`src/rtl/omega_pkg.sv`:
```
package omega_pkg;
   // Left rotate of a lane index by one position: the perfect-shuffle map.
   function automatic int shuffle_idx(input int idx, input int bits);
      int mask;
      mask = (1 << bits) - 1;
      return ((idx << 1) | (idx >> (bits - 1))) & mask;
   endfunction
endpackage

```
`src/rtl/omega_shuffle.sv`:
```
module omega_shuffle #(
   parameter int N  = 8,
   parameter int LW = 16
) (
   input  logic [N*LW-1:0] lanes_in,
   output logic [N*LW-1:0] lanes_out
);
   localparam int TW = $clog2(N);

   for (genvar p = 0; p < N; p++) begin : g_wire
      localparam int Q = omega_pkg::shuffle_idx(p, TW);
      assign lanes_out[Q*LW +: LW] = lanes_in[p*LW +: LW];
   end
endmodule

```
`src/rtl/omega_switch.sv`:
```
module omega_switch #(
   parameter int LW    = 16,
   parameter int SEL   = 10,
   parameter bit RR_EN = 1'b1
) (
   input  logic          clk,
   input  logic          rst_n,
   input  logic [LW-1:0] in_up,
   input  logic [LW-1:0] in_lo,
   output logic [LW-1:0] out_up,
   output logic [LW-1:0] out_lo
);
   logic up_v, lo_v, up_b, lo_b;
   logic clash, favour_lo, up_go, lo_go;

   assign up_v  = in_up[LW-1];
   assign lo_v  = in_lo[LW-1];
   assign up_b  = in_up[SEL];
   assign lo_b  = in_lo[SEL];
   assign clash = up_v && lo_v && (up_b == lo_b);

   if (RR_EN) begin : g_rr
      always_ff @(posedge clk) begin
         if (!rst_n)     favour_lo <= 1'b0;
         else if (clash) favour_lo <= ~favour_lo;
      end

      assert_ptr_flip_R6: assert property (@(posedge clk) disable iff (!rst_n)
         clash |=> (favour_lo != $past(favour_lo)));
      assert_ptr_hold_R6: assert property (@(posedge clk) disable iff (!rst_n)
         !clash |=> $stable(favour_lo));
   end else begin : g_fixed
      assign favour_lo = 1'b0;
   end

   assign up_go = up_v && (!clash || !favour_lo);
   assign lo_go = lo_v && (!clash ||  favour_lo);

   always_comb begin
      out_up = '0;
      out_lo = '0;
      if (up_go) begin
         if (up_b) out_lo = in_up;
         else      out_up = in_up;
      end
      if (lo_go) begin
         if (lo_b) out_lo = in_lo;
         else      out_up = in_lo;
      end
   end

   assert_single_winner_R5: assert property (@(posedge clk) disable iff (!rst_n)
      clash |-> (out_up[LW-1] ^ out_lo[LW-1]) && (up_go != lo_go));
endmodule

```
`src/rtl/omega_stage.sv`:
```
module omega_stage #(
   parameter int N     = 8,
   parameter int LW    = 16,
   parameter int SEL   = 10,
   parameter bit RR_EN = 1'b1
) (
   input  logic           clk,
   input  logic           rst_n,
   input  logic [N*LW-1:0] lanes_in,
   output logic [N*LW-1:0] lanes_out
);
   localparam int HALF = N / 2;

   logic [N*LW-1:0] shuffled;

   omega_shuffle #(.N(N), .LW(LW)) u_shuffle (
      .lanes_in  (lanes_in),
      .lanes_out (shuffled)
   );

   for (genvar k = 0; k < HALF; k++) begin : g_elem
      omega_switch #(.LW(LW), .SEL(SEL), .RR_EN(RR_EN)) u_sw (
         .clk    (clk),
         .rst_n  (rst_n),
         .in_up  (shuffled[(2*k)*LW +: LW]),
         .in_lo  (shuffled[(2*k+1)*LW +: LW]),
         .out_up (lanes_out[(2*k)*LW +: LW]),
         .out_lo (lanes_out[(2*k+1)*LW +: LW])
      );
   end
endmodule

```
`src/rtl/omega_net.sv`:
```
module omega_net #(
   parameter int N     = 8,
   parameter int DW    = 8,
   parameter bit RR_EN = 1'b1,
   localparam int TW   = $clog2(N)
) (
   input  logic          clk,
   input  logic          rst_n,
   input  logic [N-1:0]    in_valid,
   input  logic [N*TW-1:0] in_tag,
   input  logic [N*DW-1:0] in_data,
   output logic [N-1:0]    out_valid,
   output logic [N*DW-1:0] out_data,
   output logic [N-1:0]    in_accept,
   output logic [N-1:0]    in_blocked
);
   // Lane layout: {valid, tag, source, payload}
   localparam int LW      = 1 + TW + TW + DW;
   localparam int SRC_LSB = DW;
   localparam int TAG_LSB = DW + TW;
   localparam int STAGES  = TW;

   if (N < 2 || (1 << TW) != N) begin : g_bad_n
      $error("omega_net: N must be a power of two, at least 2");
   end
   if (DW < 1) begin : g_bad_dw
      $error("omega_net: DW must be at least 1");
   end

   logic [N*LW-1:0] lanes [0:STAGES];

   for (genvar i = 0; i < N; i++) begin : g_inject
      assign lanes[0][i*LW +: LW] = {in_valid[i], in_tag[i*TW +: TW],
                                     TW'(i), in_data[i*DW +: DW]};
   end

   for (genvar s = 0; s < STAGES; s++) begin : g_stage
      omega_stage #(.N(N), .LW(LW), .SEL(TAG_LSB + TW - 1 - s), .RR_EN(RR_EN)) u_stage (
         .clk       (clk),
         .rst_n     (rst_n),
         .lanes_in  (lanes[s]),
         .lanes_out (lanes[s+1])
      );
   end

   logic [N-1:0]    fin_valid;
   logic [N*DW-1:0] fin_data;
   logic [N*TW-1:0] fin_tag;
   logic [N-1:0]    delivered;
   logic [N*TW-1:0] tag_q;

   for (genvar j = 0; j < N; j++) begin : g_extract
      assign fin_valid[j]           = lanes[STAGES][j*LW + LW - 1];
      assign fin_tag[j*TW +: TW]    = lanes[STAGES][j*LW + TAG_LSB +: TW];
      assign fin_data[j*DW +: DW]   = lanes[STAGES][j*LW +: DW];
   end

   always_comb begin
      delivered = '0;
      for (int j = 0; j < N; j++) begin
         if (fin_valid[j])
            delivered[lanes[STAGES][j*LW + SRC_LSB +: TW]] = 1'b1;
      end
   end

   always_ff @(posedge clk) begin
      if (!rst_n) begin
         out_valid  <= '0;
         out_data   <= '0;
         tag_q      <= '0;
         in_accept  <= '0;
         in_blocked <= '0;
      end else begin
         out_valid  <= fin_valid;
         out_data   <= fin_data;
         tag_q      <= fin_tag;
         in_accept  <= in_valid & delivered;
         in_blocked <= in_valid & ~delivered;
      end
   end

   for (genvar j = 0; j < N; j++) begin : g_chk
      assert_tag_match_R3: assert property (@(posedge clk) disable iff (!rst_n)
         out_valid[j] |-> (tag_q[j*TW +: TW] == TW'(j)));
      assert_excl_R8: assert property (@(posedge clk) disable iff (!rst_n)
         in_valid[j] |=> (in_accept[j] ^ in_blocked[j]));
      assert_idle_R7: assert property (@(posedge clk) disable iff (!rst_n)
         !in_valid[j] |=> !in_accept[j] && !in_blocked[j]);
   end

   assert_conserve_R5: assert property (@(posedge clk) disable iff (!rst_n)
      $countones(out_valid) == $countones(in_accept));
endmodule

```
`config.mk`:
```
export PLATFORM = sky130hd
export DESIGN_NAME = omega_net
export DESIGN_NICKNAME = d
export VERILOG_FILES = /design/src/rtl/omega_pkg.sv /design/src/rtl/omega_shuffle.sv /design/src/rtl/omega_switch.sv /design/src/rtl/omega_stage.sv /design/src/rtl/omega_net.sv
export SDC_FILE = /design/constraint.sdc
export NUM_CORES = 1
export LEC_CHECK = 0
export BUFFER_PORTS_ARGS = -buffer_cell sky130_fd_sc_hd__buf_2
export CORE_MARGIN = 5
export CORE_UTILIZATION = 40
export CTS_CLUSTER_SIZE = 25
export DETAILED_ROUTE_END_ITERATION = 10
export MAX_ROUTING_LAYER = met4
export SLEW_MARGIN = 30
export SYNTH_ARGS = -nofsm -noshare
export SYNTH_HDL_FRONTEND = slang
export SYNTH_SLANG_ARGS = --single-unit
```
`constraint.sdc`:
```
create_clock -name clk -period 10.25 [get_ports clk]
set_clock_uncertainty 0.1 [all_clocks]
set_input_delay 2.05 -clock clk [delete_from_list [all_inputs] [get_ports clk]]
set_output_delay 2.05 -clock clk [all_outputs]
set_load 0.02 [all_outputs]
```
### Word-level counts from Yosys, hierarchy flattened

Cells that the tools add are included.

* order comparisons: 16
* equal/unequal tests: 12
* muxes and demuxes: 120
* bitwise logic cells: 22
* reduce and logical (&&, ||, !) cells: 104

Operators by type and width (count)
* 15-bit 2-to-1 mux: 96
* 8-bit 2-to-1 mux: 8
* 1-bit logical AND: 56
* 8-bit bitwise OR: 7
* 3-bit by 4-bit < comparator with 1-bit output, second input constant: 8
* 1-bit demux with 3-bit select: 8
* 3-bit by 1-bit greater-or-equal comparator with 1-bit output, second input constant: 8
* 1-bit zero test: 24
* 1-bit logical OR: 24
* 8-bit AND: 2
* 1-bit equality test: 12
* 1-bit inverter: 12
* 1-bit 2-to-1 mux: 8
* 8-bit inverter: 1

* register bits: 100
* input bits: 98
* output and inout bits: 88

### Logic depth before layout (Yosys ltp)

* depth after elaboration: 45
* mapped depth: 13
* mapped depth without buffers: 9

### By module

A second synthesis with hierarchy kept.

* cell total of the unflattened synthesis: 1251
* area total of the unflattened synthesis: 10811.6 µm²

By module, submodules not included
* omega_switch: times used 12, cells an instance 50, area each 425.4 µm²
* omega_net: times used 1, cells an instance 291, area each 3004.1 µm²
* omega_shuffle: times used 3, cells an instance 120, area each 900.9 µm²

### Worst setup path before layout

Ideal clock, no wire load.

* path kind: input port to flip-flop
* start: input port in_tag[14]
* end: register in_blocked[0]
* setup time: 0.060 ns
* arrival: 4.488 ns
* required time: 10.090 ns
* path slack: 5.602 ns
* stages: 11
* buffers on the path: 2
* path through: buf_4 > and3_1 > o22a_1 > buf_6 > a211oi_2 > mux2_4 > o22ai_2 > mux2_2 > nor2b_1 > a2111oi_2 > and3_1

* cells in the longest elaborated chain, start to end: 45
* elaborated cells between the ends (all ways): 166
* those cells by class: 16 x order compare; 7 x eq/ne; 78 x mux; 9 x bitwise; 56 x reduce/logical

Ends and longest elaborated chain
* from (decl): line omega_net.sv:10 `input logic [N*TW-1:0] in_tag,`
* 1-bit equality test: line omega_switch.sv:20 `assign clash = up_v && lo_v && (up_b == lo_b);`
* 1-bit logical AND: line omega_switch.sv:20
* 1-bit zero test: line omega_switch.sv:36, omega_switch.sv:37
* 1-bit logical OR: line omega_switch.sv:36 `assign up_go = up_v && (!clash || !favour_lo);`
* 1-bit logical AND: line omega_switch.sv:36
* 15-bit 2-to-1 mux: line omega_switch.sv:42 `if (up_go) begin`
* 15-bit 2-to-1 mux: line omega_switch.sv:47 `if (lo_b) out_lo = in_lo;`
* 15-bit 2-to-1 mux: line omega_switch.sv:46 `if (lo_go) begin`
* (+29 left out)
* 8-bit bitwise OR (no line)
* 8-bit 2-to-1 mux: line omega_net.sv:61 `if (fin_valid[j])`
* 8-bit bitwise OR (no line)
* 8-bit 2-to-1 mux: line omega_net.sv:61
* 8-bit bitwise OR (no line)
* 8-bit 2-to-1 mux *: line omega_net.sv:61
* 8-bit inverter *: line omega_net.sv:78 `in_blocked <= in_valid & ~delivered;`
* 8-bit AND *: line omega_net.sv:78
* to (signal assigned): line omega_net.sv:78
* to (decl): line omega_net.sv:15 `output logic [N-1:0] in_blocked`

Mark *: on every way between the ends. The rest lies on a longest branch, timed or not.
A chain may end at the register's enable or synchronous reset.

### Worst setup path after layout

* start: input port in_tag[11]
* end: register in_blocked[4]

Same word-level chain as after synthesis.

==> results.cfg <==
[sta]
tightest_slew_ps = 1080
min_period_over_period = 0.540
final-setup-viol-count = 0
rsz0062_at_grt = false
clock.fmax_mhz = 181
setup_tns_ps = 0
hold_viol = 0
post-route-min-period_ps = 5540
maxSlewViolCount = 0
worst_slack_ps = 4710
max_slew_margin = 0.280

[drt]
via_per_inst = 6.43
ant_nets = 0
finalWirelength_um = 29900
drt_iter0_drc = 983
dr.pass1.iters = 6
drc = 0
wl_per_cell_um = 23.3
vias = 8263

[clock_tree]
cts_buffer_depth = 2
cts_num_sinks = 100
clk_latency_ps = 370
cts_inserted_buffers = 9
cts_resized = 0
cts_max_level = 3
cts_tree = done
post_cts_buffers = 0
cts_root_buf = clkbuf_16
hold_buffers = 0
clkTransAtPathRegs_ps = 80

[floorplan]
initial_utilization = 0.410
die_x_um = 146
rows = 49
pin_count = 186
die-area_sq_um = 21400
die_h_um = 146
fp.coreArea_sq_um = 18100

[global_route]
grtUsageTotal = 0.273
grt_pass1_wl_um = 44700
grt_max_degree = 90
first_global_vias = 7659
antenna_found_initial = 0
globalRoute.totalOverflow = 0

[critical_path]
timing.critical_path.from = in_tag[11]
r2r_cells = 9
rr_startpoint = g_stage[0].u_stage.g_elem[3].u_sw.favour_lo
startpoint_type = primary input
reg2reg_to = in_blocked[4]
r2r_slack_ps = 6040
crit_end = in_blocked[4]
cp_max_fo = 13
cp.arrival_ps = 5750
critPathRequiredTime_ps = 10460
endpoint_kind = flop
worstSetupPathType = in2reg

[placement]
gp_congestion = 0.952
numPortBuffers = 185
hpwl_um = 23500
dpl_worst_slack_ps = 4290
placed_cells = 1269

[layout]
area_growth_pct = 17.4
regArea_sq_um = 2000
mostFrequentLayoutCell = buf_2
drive_above_1_share = 0.249
fin_nets = 1150
layout_common_cells = 185 x buf_2, 100 x dfxtp_1, 80 x and2_1
multi_input_area_sq_um = 5100
utilization = 0.481
fillers = 1793
n_antenna_cell = 0
finalNonFillerCells = 1285

[synth]
async_flop_share = 0
yosysSeqAreaShare = 0.270
ys_types = 86
synth-edff-count = 0
ys.flop_type = dfxtp_1
netlist_instances = 901
syn_area_sq_um = 7420
syn_avg_cell_area_sq_um = 8.23
syn_nets = 999
ys_seq_elements = 100
yosysWarningCount = 0

[min_path]
holdPathStages = 2
hold_class = reg2reg

[pwr]
p_total_mw = 1.17
p_per_area_nw_per_um2 = 135
peakVddDrop_mv = 0.0806
p_leak_nw = 3.59

[flow_run]
max_cap_violations = 0

[outcome]
outcome = complete, no violations
[cell usage after synthesis, drive strengths merged (4+ instances only)]
master   count  area share
nand3b      18       0.020
nor2        64       0.033
nor4         4      0.0034
mux2i        9       0.012
nand4        5      0.0042
inv         14      0.0071
a22o        69       0.081
a31oi       12       0.011
clkbuf      25       0.013
and3        10      0.0093
a2bb2oi      5      0.0076
or3          4      0.0034
o22ai       76       0.068
nand2       60       0.030
nor2b       10      0.0084
nor3b        6       0.010
a211oi      15       0.020
mux2         9       0.014
and2        80       0.067
o21a         5      0.0051
a21boi       7      0.0071
o31ai        5      0.0069
or2          5      0.0042
nand2b      15       0.013
buf         28       0.025
o211ai      10       0.012
a21o         5      0.0051
and3b        8      0.0094
xnor2       19       0.022
nor3        16       0.011
dfxtp      100        0.27
o32ai        4      0.0047
nand3       22       0.015
a2111oi      5      0.0093
o22a         9       0.011
a22oi       62       0.064
o21ai       21       0.014
a21oi       23       0.017
[registers in the layout, summed over array words and instances (netlist names)]
register,count
in_accept,8
out_valid,8
out_data,64
in_blocked,8
g_stage.u_stage.g_elem.u_sw.favour_lo,12
[worst min path at each step]
stage,start,to,slack (ps)
floorplan,g_stage[0].u_stage.g_elem[0].u_sw.favour_lo,g_stage[0].u_stage.g_elem[0].u_sw.favour_lo,490
global placement,g_stage[0].u_stage.g_elem[0].u_sw.favour_lo,g_stage[0].u_stage.g_elem[0].u_sw.favour_lo,520
detailed placement,g_stage[2].u_stage.g_elem[3].u_sw.favour_lo,g_stage[2].u_stage.g_elem[3].u_sw.favour_lo,530
CTS,g_stage[0].u_stage.g_elem[0].u_sw.favour_lo,g_stage[0].u_stage.g_elem[0].u_sw.favour_lo,550
global route,g_stage[0].u_stage.g_elem[0].u_sw.favour_lo,g_stage[0].u_stage.g_elem[0].u_sw.favour_lo,600
finish,g_stage[0].u_stage.g_elem[0].u_sw.favour_lo,g_stage[0].u_stage.g_elem[0].u_sw.favour_lo,540
[cell families after synthesis]
| kind of cell | synth area share |
|---|---|
| multiplexers | 0.0263 |
| flip-flops | 0.270 |
| AND/OR/NAND/NOR | 0.247 |
| AO/OA/AOI/OAI | 0.386 |
| XOR/XNOR | 0.0260 |
| buffers and inverters | 0.0447 |
[per-stage QoR]
| step | hold slack (ps) | instance area [sq um] |
|---|---|---|
| detailed placement | 533 | 8410 |
| global placement | 523 | 8400 |
| floorplan | 489 | 7420 |
| finish | 542 | 8710 |
| CTS | 553 | 8690 |
| global route | 603 | 8710 |
[critical path: stages]
cell     delay [ps]
buf_2           160
and3b_1         240
nor2_1          780
mux2i_1         470
o22ai_1         270
a211o_1         570
o22ai_1         390
o31ai_1         110
nor4_1          490
and3_1          220
[routing by layer]
metal,GRT usage,part of all wire,vias to the layer above
met2,0.407,0.44,531
met5,-,0,-
li1,-,-,3784
met4,0.116,0.042,0
met1,0.361,0.42,3864
met3,0.0530,0.098,84
[power by group]
part	switching [mW]	internal, mW
Combinational	0.266	0.143
Sequential	0.0147	0.410
Clock	0.171	0.169
[layout make-up]
class	instances	area share
clock buffers	9	0.0259
inverters	14	0.00604
clock inverters	6	0.00661
repair buffers	193	0.113
well taps	229	0.0329
flip-flops and latches	100	0.230
multi-input cells	734	0.585
Note: power is estimated with default switching activity, not from simulation.
